<file path="src/rtl/rdma_pkg.sv">
package rdma_pkg;
   typedef enum logic [2:0] {
      S_IDLE,
      S_FETCH,
      S_READY,
      S_WAITW,
      S_STORE
   } seq_state_e;

   localparam logic [2:0] CMD_READ  = 3'd1;
   localparam logic [2:0] CMD_WRITE = 3'd2;
   localparam logic [2:0] CMD_ABORT = 3'd4;

   localparam logic [3:0] OFS_CMD    = 4'h0;
   localparam logic [3:0] OFS_FLAGS  = 4'h7;
   localparam logic [3:0] OFS_ADR_LO = 4'h8;
   localparam logic [3:0] OFS_ADR_HI = 4'h9;
   localparam logic [3:0] OFS_CNT_LO = 4'hA;
   localparam logic [3:0] OFS_CNT_HI = 4'hB;

   localparam int DONE_BIT = 6;
endpackage

</file>
<file path="src/rtl/rdma_regs.sv">
module rdma_regs
   import rdma_pkg::*;
#(
   parameter int ADDR_W = 16,
   parameter int CNT_W  = 16
) (
   input  logic              clk,
   input  logic              rst_n,
   input  logic              reg_wr,
   input  logic [3:0]        reg_addr,
   input  logic [7:0]        reg_wdata,
   output logic [7:0]        reg_rdata,
   input  logic [ADDR_W-1:0] cur_addr,
   input  logic              done_set,
   output logic              done_flag,
   output logic [ADDR_W-1:0] start_addr,
   output logic [CNT_W-1:0]  byte_cnt,
   output logic              go_read,
   output logic              go_write,
   output logic              go_abort
);
   logic [15:0] start_q, cnt_q, cur16;
   logic        flag_q;
   logic [2:0]  cmd_field;

   assign cmd_field  = reg_wdata[5:3];
   assign go_read    = reg_wr && (reg_addr == OFS_CMD) && (cmd_field == CMD_READ);
   assign go_write   = reg_wr && (reg_addr == OFS_CMD) && (cmd_field == CMD_WRITE);
   assign go_abort   = reg_wr && (reg_addr == OFS_CMD) && (cmd_field == CMD_ABORT);
   assign start_addr = start_q[ADDR_W-1:0];
   assign byte_cnt   = cnt_q[CNT_W-1:0];
   assign done_flag  = flag_q;

   always_ff @(posedge clk or negedge rst_n) begin
      if (!rst_n) begin
         start_q <= '0;
         cnt_q   <= '0;
         flag_q  <= 1'b0;
      end else begin
         if (reg_wr) begin
            case (reg_addr)
               OFS_ADR_LO: start_q[7:0]  <= reg_wdata;
               OFS_ADR_HI: start_q[15:8] <= reg_wdata;
               OFS_CNT_LO: cnt_q[7:0]    <= reg_wdata;
               OFS_CNT_HI: cnt_q[15:8]   <= reg_wdata;
               default: ;
            endcase
         end
         if (done_set)
            flag_q <= 1'b1;
         else if (reg_wr && reg_addr == OFS_FLAGS && reg_wdata[DONE_BIT])
            flag_q <= 1'b0;
      end
   end

   always_comb begin
      cur16 = '0;
      cur16[ADDR_W-1:0] = cur_addr;
      reg_rdata = '0;
      case (reg_addr)
         OFS_FLAGS:  reg_rdata[DONE_BIT] = flag_q;
         OFS_ADR_LO: reg_rdata = cur16[7:0];
         OFS_ADR_HI: reg_rdata = cur16[15:8];
         default: ;
      endcase
   end
endmodule

</file>
<file path="src/rtl/rdma_seq.sv">
module rdma_seq
   import rdma_pkg::*;
#(
   parameter int ADDR_W  = 16,
   parameter int CNT_W   = 16,
   parameter bit WORD_EN = 1'b1
) (
   input  logic              clk,
   input  logic              rst_n,
   input  logic              go_read,
   input  logic              go_write,
   input  logic              go_abort,
   input  logic [ADDR_W-1:0] start_addr,
   input  logic [CNT_W-1:0]  byte_cnt,
   input  logic              word_mode,
   input  logic              port_rd,
   input  logic              port_wr,
   input  logic [15:0]       port_wdata,
   output logic [15:0]       port_rdata,
   output logic              port_ready,
   output logic              mem_req,
   output logic              mem_we,
   output logic [ADDR_W-1:0] mem_addr,
   output logic [7:0]        mem_wdata,
   input  logic              mem_ack,
   input  logic [7:0]        mem_rdata,
   output logic [ADDR_W-1:0] cur_addr,
   output logic              xfer_word,
   output logic              done_set
);
   localparam int REM_W = CNT_W + 1;

   seq_state_e        state_q;
   logic [ADDR_W-1:0] cur_q, base_q;
   logic [REM_W-1:0]  rem_q, cnt_eff, step;
   logic              idx_q, wmode_q, wm_in, last_byte;
   logic [7:0]        hold0_q, hold1_q;

   if (WORD_EN) begin : g_word
      assign wm_in = word_mode;
   end else begin : g_byte_only
      logic unused_wm;
      assign unused_wm = word_mode;
      assign wm_in     = 1'b0;
   end

   assign cnt_eff   = {1'b0, byte_cnt} + REM_W'(wm_in & byte_cnt[0]);
   assign step      = wmode_q ? REM_W'(2) : REM_W'(1);
   assign last_byte = (idx_q == wmode_q);
   assign cur_addr  = cur_q;
   assign xfer_word = wmode_q;

   always_comb begin
      mem_req    = (state_q == S_FETCH) || (state_q == S_STORE);
      mem_we     = (state_q == S_STORE);
      mem_addr   = ((state_q == S_STORE) ? base_q : cur_q) + ADDR_W'(idx_q);
      mem_wdata  = idx_q ? hold1_q : hold0_q;
      port_ready = (state_q == S_READY) || (state_q == S_WAITW);
      port_rdata = '0;
      if (state_q == S_READY)
         port_rdata = {(wmode_q ? hold1_q : 8'h00), hold0_q};
      done_set = 1'b0;
      if (go_abort)
         done_set = (state_q != S_IDLE);
      else if (state_q == S_IDLE)
         done_set = (go_read || go_write) && (cnt_eff == '0);
      else if (state_q == S_READY)
         done_set = port_rd && (rem_q == step);
      else if (state_q == S_STORE)
         done_set = mem_ack && last_byte && (rem_q == '0);
   end

   always_ff @(posedge clk or negedge rst_n) begin
      if (!rst_n) begin
         state_q <= S_IDLE;
         cur_q   <= '0;
         base_q  <= '0;
         rem_q   <= '0;
         idx_q   <= 1'b0;
         wmode_q <= 1'b0;
         hold0_q <= '0;
         hold1_q <= '0;
      end else if (go_abort) begin
         state_q <= S_IDLE;
         idx_q   <= 1'b0;
      end else begin
         case (state_q)
            S_IDLE: begin
               if ((go_read || go_write) && cnt_eff != '0) begin
                  cur_q   <= start_addr;
                  rem_q   <= cnt_eff;
                  wmode_q <= wm_in;
                  idx_q   <= 1'b0;
                  state_q <= go_read ? S_FETCH : S_WAITW;
               end
            end
            S_FETCH: begin
               if (mem_ack) begin
                  if (idx_q) hold1_q <= mem_rdata;
                  else       hold0_q <= mem_rdata;
                  idx_q <= ~last_byte;
                  if (last_byte) state_q <= S_READY;
               end
            end
            S_READY: begin
               if (port_rd) begin
                  cur_q   <= cur_q + ADDR_W'(step);
                  rem_q   <= rem_q - step;
                  state_q <= (rem_q == step) ? S_IDLE : S_FETCH;
               end
            end
            S_WAITW: begin
               if (port_wr) begin
                  hold0_q <= port_wdata[7:0];
                  hold1_q <= port_wdata[15:8];
                  base_q  <= cur_q;
                  cur_q   <= cur_q + ADDR_W'(step);
                  rem_q   <= rem_q - step;
                  idx_q   <= 1'b0;
                  state_q <= S_STORE;
               end
            end
            S_STORE: begin
               if (mem_ack) begin
                  idx_q <= ~last_byte;
                  if (last_byte) state_q <= (rem_q == '0) ? S_IDLE : S_WAITW;
               end
            end
            default: state_q <= S_IDLE;
         endcase
      end
   end
endmodule

</file>
<file path="src/rtl/rdma_engine.sv">
module rdma_engine #(
   parameter int ADDR_W  = 16,
   parameter int CNT_W   = 16,
   parameter bit WORD_EN = 1'b1
) (
   input  logic              clk,
   input  logic              rst_n,
   input  logic              reg_wr,
   input  logic [3:0]        reg_addr,
   input  logic [7:0]        reg_wdata,
   output logic [7:0]        reg_rdata,
   input  logic              word_mode,
   input  logic              port_rd,
   input  logic              port_wr,
   input  logic [15:0]       port_wdata,
   output logic [15:0]       port_rdata,
   output logic              port_ready,
   output logic              mem_req,
   output logic              mem_we,
   output logic [ADDR_W-1:0] mem_addr,
   output logic [7:0]        mem_wdata,
   input  logic              mem_ack,
   input  logic [7:0]        mem_rdata
);
   if (ADDR_W < 9 || ADDR_W > 16) begin : g_bad_addr_w
      $error("rdma_engine: ADDR_W must lie in 9..16");
   end
   if (CNT_W < 9 || CNT_W > 16) begin : g_bad_cnt_w
      $error("rdma_engine: CNT_W must lie in 9..16");
   end

   logic [ADDR_W-1:0] start_addr, cur_addr;
   logic [CNT_W-1:0]  byte_cnt;
   logic              go_read, go_write, go_abort, done_set, done_flag, xfer_word;

   rdma_regs #(.ADDR_W(ADDR_W), .CNT_W(CNT_W)) i_regs (
      .clk        (clk),
      .rst_n      (rst_n),
      .reg_wr     (reg_wr),
      .reg_addr   (reg_addr),
      .reg_wdata  (reg_wdata),
      .reg_rdata  (reg_rdata),
      .cur_addr   (cur_addr),
      .done_set   (done_set),
      .done_flag  (done_flag),
      .start_addr (start_addr),
      .byte_cnt   (byte_cnt),
      .go_read    (go_read),
      .go_write   (go_write),
      .go_abort   (go_abort)
   );

   rdma_seq #(.ADDR_W(ADDR_W), .CNT_W(CNT_W), .WORD_EN(WORD_EN)) i_seq (
      .clk        (clk),
      .rst_n      (rst_n),
      .go_read    (go_read),
      .go_write   (go_write),
      .go_abort   (go_abort),
      .start_addr (start_addr),
      .byte_cnt   (byte_cnt),
      .word_mode  (word_mode),
      .port_rd    (port_rd),
      .port_wr    (port_wr),
      .port_wdata (port_wdata),
      .port_rdata (port_rdata),
      .port_ready (port_ready),
      .mem_req    (mem_req),
      .mem_we     (mem_we),
      .mem_addr   (mem_addr),
      .mem_wdata  (mem_wdata),
      .mem_ack    (mem_ack),
      .mem_rdata  (mem_rdata),
      .cur_addr   (cur_addr),
      .xfer_word  (xfer_word),
      .done_set   (done_set)
   );
endmodule

</file>
<file path="config.mk">
export PLATFORM = sky130hd
export DESIGN_NAME = rdma_engine
export DESIGN_NICKNAME = d
export VERILOG_FILES = /design/src/rtl/rdma_pkg.sv /design/src/rtl/rdma_regs.sv /design/src/rtl/rdma_seq.sv /design/src/rtl/rdma_engine.sv
export SDC_FILE = /design/constraint.sdc
export NUM_CORES = 1
export LEC_CHECK = 0
export ABC_AREA = 1
export CAP_MARGIN = 30
export CORE_UTILIZATION = 45
export DETAILED_ROUTE_END_ITERATION = 8
export MAX_ROUTING_LAYER = met4
export PLACE_DENSITY = 0.68
export SETUP_SLACK_MARGIN = 0.15
export SYNTH_ARGS = -nofsm -noshare
export SYNTH_HDL_FRONTEND = slang
export SYNTH_SLANG_ARGS = --single-unit
</file>
<file path="constraint.sdc">
create_clock -name clk -period 2.85 [get_ports clk]
set_clock_uncertainty 0.1 [all_clocks]
set_input_delay 0.57 -clock clk [delete_from_list [all_inputs] [get_ports clk]]
set_output_delay 0.57 -clock clk [all_outputs]
set_load 0.01 [all_outputs]
</file>
==> results.py, run 1 <==
metrics = {
    "floorplan": {
        "initial_core_util": 0.462,
        "rows": 44,
        "die_w_um": 124,
        "core_area_sq_mm": 0.0146,
        "dieArea_sq_mm": 0.0155,
        "ios": 94,
        "die_height_um": 124,
    },
    "drt": {
        "wl_per_cell_um": 15.7,
        "drtAntennaViolNets": 0,
        "drtIter0Drc": 670,
        "wl_mm": 21.4,
        "num_vias": 7256,
        "drcViolationCount": 0,
        "via_per_inst": 5.32,
        "drt_pre_antenna_iters": 6,
    },
    "cells_and_area": {
        "stdcell_area_sq_mm": 0.00987,
        "nFillCells": 1199,
        "stdcell_count": 1365,
        "multi_input_area_sq_mm": 0.00398,
        "drive_above_1_share": 0.273,
        "diodes": 0,
        "areaGrowthSynthToFinish_pct": 46.4,
        "final_nets": 1230,
        "layout.cells.most_common_list": "267 x nand2_1, 103 x dfrtp_1, 103 x buf_4",
        "seq_area_sq_mm": 0.00258,
        "final_common_cell": "nand2_1",
        "fin_util": 0.676,
    },
    "critical_path": {
        "critPathLaunch": "i_seq.state_q[1]$_DFFE_PN0P_",
        "required_ps": 2180,
        "critical_path.max_fanout": 5,
        "r2r-start": "i_seq.state_q[1]$_DFFE_PN0P_",
        "worst_setup_path_start_kind": "flop",
        "arrival_ps": 2590,
        "worstSetupEndpointType": "output pin",
        "crit_type": "flop to output pin",
    },
    "cts": {
        "clkSlewWorstSetupHoldPaths_ps": 70,
        "clock-sinks": 103,
        "numCtsBuffers": 9,
        "tritoncts": "built",
        "clk_latency_ps": 360,
        "htree_levels": 3,
        "cts.path.max_buffers": 2,
        "cts-root-buf": "clkbuf_16",
        "hold_buffers": 0,
    },
    "power": {
        "p_comb_frac": 0.659,
        "swShare": 0.438,
        "power_frac_seq": 0.229,
        "p_sw_mw": 4.59,
        "p_int_mw": 5.88,
        "leakage_nw": 4.94,
        "clkPwrFrac": 0.112,
        "power_density_mw_per_mm2": 1060,
        "ir_drop_mv": 0.586,
    },
    "yosys": {
        "synth_area_per_cell_sq_um": 7.11,
        "netlist_area_sq_mm": 0.00674,
        "synth_cell_types": 43,
        "yosysWarnings": 0,
        "synth_nets": 1000,
        "yosysSeqAreaShare": 0.382,
        "synthCells": 948,
        "ys_ff_latch": 103,
    },
    "global_route": {
        "grt.total_usage": 0.283,
        "grt_pass1_vias": 7011,
        "overflow": 0,
        "grt_pass1_wl_mm": 34.1,
        "grt_max_degree": 42,
        "antenna_found_initial": 0,
    },
    "place": {
        "gp_congestion": 0.991,
        "dp_hpwl_mm": 14.3,
        "post-place-cells": 1299,
        "portBuffers": 93,
        "post_dp_cell_area_sq_mm": 0.00865,
    },
    "job": {
        "drv_cap": 0,
    },
    "timing": {
        "post-route-worst-setup-slack_ps": -415,
        "report.final.slew_viol_count": 0,
        "slew_headroom": 0.616,
        "holdWs_ps": 55.4,
        "finalSetupViolCount": 44,
        "worstMarginPinSlew_ps": 575,
        "timing.final.crit_period_ps": 3260,
        "hold_viol": 0,
        "post-route-period-util": 1.15,
        "fmax_mhz": 306,
        "rsz0062_at_grt": "yes",
    },
    "min_path": {
        "hold_class": "primary input to async pin",
    },
    "outcome": {
        "violations": "negative setup slack",
        "status": "finished with violations",
    },
}
==> final cells by class <==
class / instances / area share
repair buffers: 250 / 0.241
flip-flops and latches: 103 / 0.261
inverters: 108 / 0.0436
multi-input cells: 706 / 0.404
well taps: 184 / 0.0233
clock inverters: 1 / 0.000507
clock buffers: 13 / 0.0264
==> layer usage <==
layer  GRT usage  part of all wire  vias up  routed length, um
met1       0.346              0.42     3405               9010
met5           -                 0        -                  0
met3      0.0455             0.059       57               1260
met4      0.0985             0.025        0                532
met2       0.473              0.50      273              10600
li1            -                 -     3521                  -
==> timing repair <==
| item | 4_1_cts | 5_1_grt |
|---|---|---|
| endpoints found under the setup margin | 69 | 76 |
| resized for setup | 200 | 64 |
| cloned | 5 | 1 |
| pin swaps | 29 | 23 |
| buffers inserted | 36 | 10 |
==> through the flow <==
stage               power, mW  setup slack (ps)  setup TNS (ps)
finish                   10.5              -415           -6330
CTS                      9.98              -342           -2990
global route             11.1              -537          -10430
floorplan                5.47              14.4               0
detailed placement       7.54              -348          -12880
global placement         7.45              -283          -10260
==> cells by family (layout without fill, tap and decap cells) <==
group | Yosys count | in the layout | synth area share
buffers and inverters | 139 | 372 | 0.0861
and+or+nand+nor | 490 | 490 | 0.316
xor gates and xnor gates | 27 | 27 | 0.0351
DFF | 103 | 103 | 0.382
adders and majority gates | 9 | 9 | 0.0189
muxes | 8 | 8 | 0.0134
AOI/OAI and AO/OA | 172 | 172 | 0.148
==> cell usage after synthesis (all sizes together) <==
library cell / instances / area share
inv: 105 / 0.059
mux2: 8 / 0.013
xor2: 23 / 0.030
clkbuf: 17 / 0.0095
buf: 14 / 0.016
xnor2: 4 / 0.0052
nand3b: 2 / 0.0022
nor2: 89 / 0.055
a22o: 1 / 0.0013
o31ai: 1 / 0.0011
o21bai: 1 / 0.0011
o221ai: 1 / 0.0013
clkinv: 3 / 0.0017
nand4: 11 / 0.010
a31oi: 4 / 0.0037
a21oi: 18 / 0.013
nand3: 52 / 0.041
nand2: 305 / 0.18
o21ai: 135 / 0.11
nor3: 23 / 0.021
dfrtp: 103 / 0.38
nor4: 6 / 0.0078
or2: 2 / 0.0019
fa: 2 / 0.0059
ha: 7 / 0.013
o22ai: 7 / 0.0065
o211ai: 4 / 0.0052
==> state kept, by name, summed over array words and instances, names as in the netlist <==
register and cells:
i_seq.hold0_q 8, i_seq.rem_q 17, i_seq.idx_q 1, i_seq.state_q 3
i_seq.xfer_word 1, i_regs.done_flag 1, i_seq.base_q 16, i_seq.cur_addr 16
i_regs.byte_cnt 16, i_seq.hold1_q 8, i_regs.start_addr 16
==> final timing paths <==
kind / to / cells past startpoint / slack [ps]
worst min-delay path: i_seq.cur_addr[15]$_DFFE_PN0P_ / 1 / 60
worst max register to register: i_seq.rem_q[8]$_DFFE_PN0P_ / 23 / -120
min in group clk: i_seq.base_q[12]$_DFFE_PN0P_ / 2 / 380
worst max-delay path: mem_addr[4] / 16 / -410
worst min register to register: i_seq.base_q[12]$_DFFE_PN0P_ / 2 / 380
max in group asynchronous: i_seq.hold0_q[6]$_DFFE_PN0P_ / 2 / 1990
==> power by group through the flow <==
| stage | Sequential, mW | Combinational (mW) | Clock (mW) |
|---|---|---|---|
| 2_1_floorplan | 2.29 | 3.18 | 0 |
| 3_3_place_gp | 2.37 | 5.08 | 0 |
| 3_5_place_dp | 2.38 | 5.16 | 0 |
| 4_1_cts | 2.37 | 6.43 | 1.18 |
| 5_1_grt | 2.45 | 7.46 | 1.23 |
| 6_report | 2.39 | 6.90 | 1.17 |
==> worst max-delay path, cell delays in order (launching register included) <==
cell and delay (ps):
dfrtp_1 410, nor2_2 160, nand2_2 100, inv_4 110
buf_6 110, o21ai_4 50, ha_4 170, buf_6 110
ha_4 150, buf_6 110, buf_6 110, buf_6 110
buf_6 100, buf_6 100, nand3_2 80, xnor2_1 110
buf_2 140
Note: power is estimated with default switching activity, not from simulation.
==> run 2: changes to the inputs <==
==> constraint.sdc (replaced) <==
create_clock -name clk -period 2.85 [get_ports clk]
set_clock_uncertainty 0.1 [all_clocks]
set_input_delay 0.4275 -clock clk [delete_from_list [all_inputs] [get_ports clk]]
set_output_delay 0.4275 -clock clk [all_outputs]
set_load 0.01 [all_outputs]
==> results.py, run 2 (same netlist as run 1, synthesis figures left out) <==
metrics = {
    "job": {
        "drv_cap": 0,
    },
    "floorplan": {
        "ios": 94,
        "die_w_um": 124,
        "initial_core_util": 0.462,
        "core_area_sq_mm": 0.0146,
        "dieArea_sq_mm": 0.0155,
        "rows": 44,
        "die_height_um": 124,
    },
    "cells_and_area": {
        "areaGrowthSynthToFinish_pct": 34.8,
        "nFillCells": 1291,
        "largest_register_ffs": 17,
        "final_common_cell": "nand2_1",
        "final_nets": 1186,
        "diodes": 0,
        "layout.cells.most_common_list": "288 x nand2_1, 104 x o21ai_0, 103 x dfrtp_1",
        "drive_above_1_share": 0.208,
        "regMostFlops": "i_seq.rem_q",
    },
    "outcome": {
        "violations": "negative setup slack",
        "status": "finished with violations",
    },
    "cts": {
        "cts-root-buf": "clkbuf_16",
        "numCtsBuffers": 9,
        "cts.path.max_buffers": 2,
        "clock-sinks": 103,
        "tritoncts": "built",
        "clkSlewWorstSetupHoldPaths_ps": 70,
        "clk_latency_ps": 360,
        "htree_levels": 3,
    },
    "global_route": {
        "grt.total_usage": 0.261,
        "grt_pass1_vias": 6527,
        "antenna_found_initial": 0,
        "grt_pass1_wl_mm": 31.7,
        "grt_max_degree": 69,
        "overflow": 0,
    },
    "power": {
        "totalPowerFinal_mw": 8.71,
        "power_density_mw_per_mm2": 959,
        "ir_drop_mv": 0.453,
        "leakage_nw": 4.55,
    },
    "place": {
        "dp_hpwl_mm": 14.0,
        "portBuffers": 93,
        "place_ws_ps": -207,
        "gp_congestion": 0.903,
    },
    "timing": {
        "slew_headroom": 0.612,
        "post-route-worst-setup-slack_ps": -177,
        "report.final.slew_viol_count": 0,
        "worstMarginPinSlew_ps": 581,
        "rsz0062_at_grt": "yes",
        "fmax_mhz": 330,
        "post-route-period-util": 1.06,
        "finalSetupViolCount": 10,
        "timing.final.crit_period_ps": 3030,
        "hold_viol": 0,
    },
    "critical_path": {
        "arrival_ps": 2500,
        "cpMaxStageDelayCell": "dfrtp_1",
        "worst_setup_path_start_kind": "flop",
        "crit_type": "flop to output pin",
        "path_cells": "nor2_2 > nand2_2 > inv_2 > buf_4 > nand2_1 > nand2_2 > nand2_1 > nor3_4 > nand3_2 > buf_4 > buf_6 > buf_6 > xor2_1 > buf_2",
        "worstSetupEndpointType": "output pin",
        "worst_path_largest_cell_delay_ps": 390,
        "required_ps": 2320,
        "critical_path.max_fanout": 7,
    },
    "drt": {
        "wl_mm": 19.0,
        "drt_pre_antenna_iters": 5,
        "drtIter0Drc": 583,
        "drtAntennaViolNets": 0,
        "num_vias": 6884,
        "drcViolationCount": 0,
        "via_per_inst": 5.21,
        "wl_per_cell_um": 14.4,
    },
    "min_path": {
        "hold_class": "flop to flop",
    },
}
run 2: metrics by stage:
stage | hold WS (ps) | util | TNS [ps] | area [sq um] | cells
6_report | 382 | 0.623 | -1160 | 9080 | 1322
5_1_grt | 402 | 0.623 | -3190 | 9080 | 1322
4_1_cts | 385 | 0.607 | -962 | 8850 | 1308
3_5_place_dp | 335 | 0.583 | -5470 | 8500 | 1286
3_3_place_gp | 332 | 0.583 | -2640 | 8500 | 1286
2_1_floorplan | 31.9 | - | 0 | 6760 | 948
run 2: cell type report:
class | count | area (sq um) | area share
Clock buffer | 12 | 256 | 0.0282
Timing Repair inverter | 1 | 6.26 | 0.000689
Clock inverter | 3 | 42.5 | 0.00468
Inverter | 108 | 413 | 0.0455
Multi-Input combinational cell | 706 | 3730 | 0.411
Sequential cell | 103 | 2580 | 0.284
Tap cell | 184 | 230 | 0.0253
Timing Repair Buffer | 205 | 1820 | 0.201
run 2: critical path, delay by kind of cell, from the launching register on:
| family | cells | cell delay [ps] |
|---|---|---|
| flip-flops | 1 | 390 |
| XOR/XNOR | 1 | 140 |
| AND/OR/NAND/NOR | 7 | 870 |
| buffers and inverters | 6 | 740 |
run 2: report_power, final:
| part | internal [mW] | switching (mW) |
|---|---|---|
| sequential | 2.00 | 0.372 |
| combinational | 2.15 | 2.91 |
| clock | 0.724 | 0.552 |
run 2: what timing repair did:
action,CTS,global route
gates resized for setup,74,49
hold endpoints to repair,35,0
pin swaps,14,27
gates cloned,0,1
setup endpoints to repair,38,69
buffers inserted,6,13
hold buffers,1,0
run 2: path summary, 6_finish.rpt:
path	start	slack (ps)	to	depth (start not counted)
max	i_seq.state_q[1]$_DFFE_PN0P_	-180	mem_addr[8]	14
min	i_seq.base_q[10]$_DFFE_PN0P_	380	i_seq.base_q[10]$_DFFE_PN0P_	2
max reg2reg	i_seq.xfer_word$_DFFE_PN0P_	290	i_seq.cur_addr[14]$_DFFE_PN0P_	13
min reg2reg	i_seq.base_q[10]$_DFFE_PN0P_	380	i_seq.base_q[10]$_DFFE_PN0P_	2
max in group asynchronous	rst_n	1430	i_seq.hold0_q[0]$_DFFE_PN0P_	3
min in group asynchronous	rst_n	480	i_seq.cur_addr[15]$_DFFE_PN0P_	2
run 2: routing by layer:
layer,vias to the layer above,share of wire,track usage
met5,-,0,-
met4,0,0.018,0.0773
met3,27,0.044,0.0473
met2,196,0.49,0.427
met1,3236,0.45,0.330
li1,3425,-,-
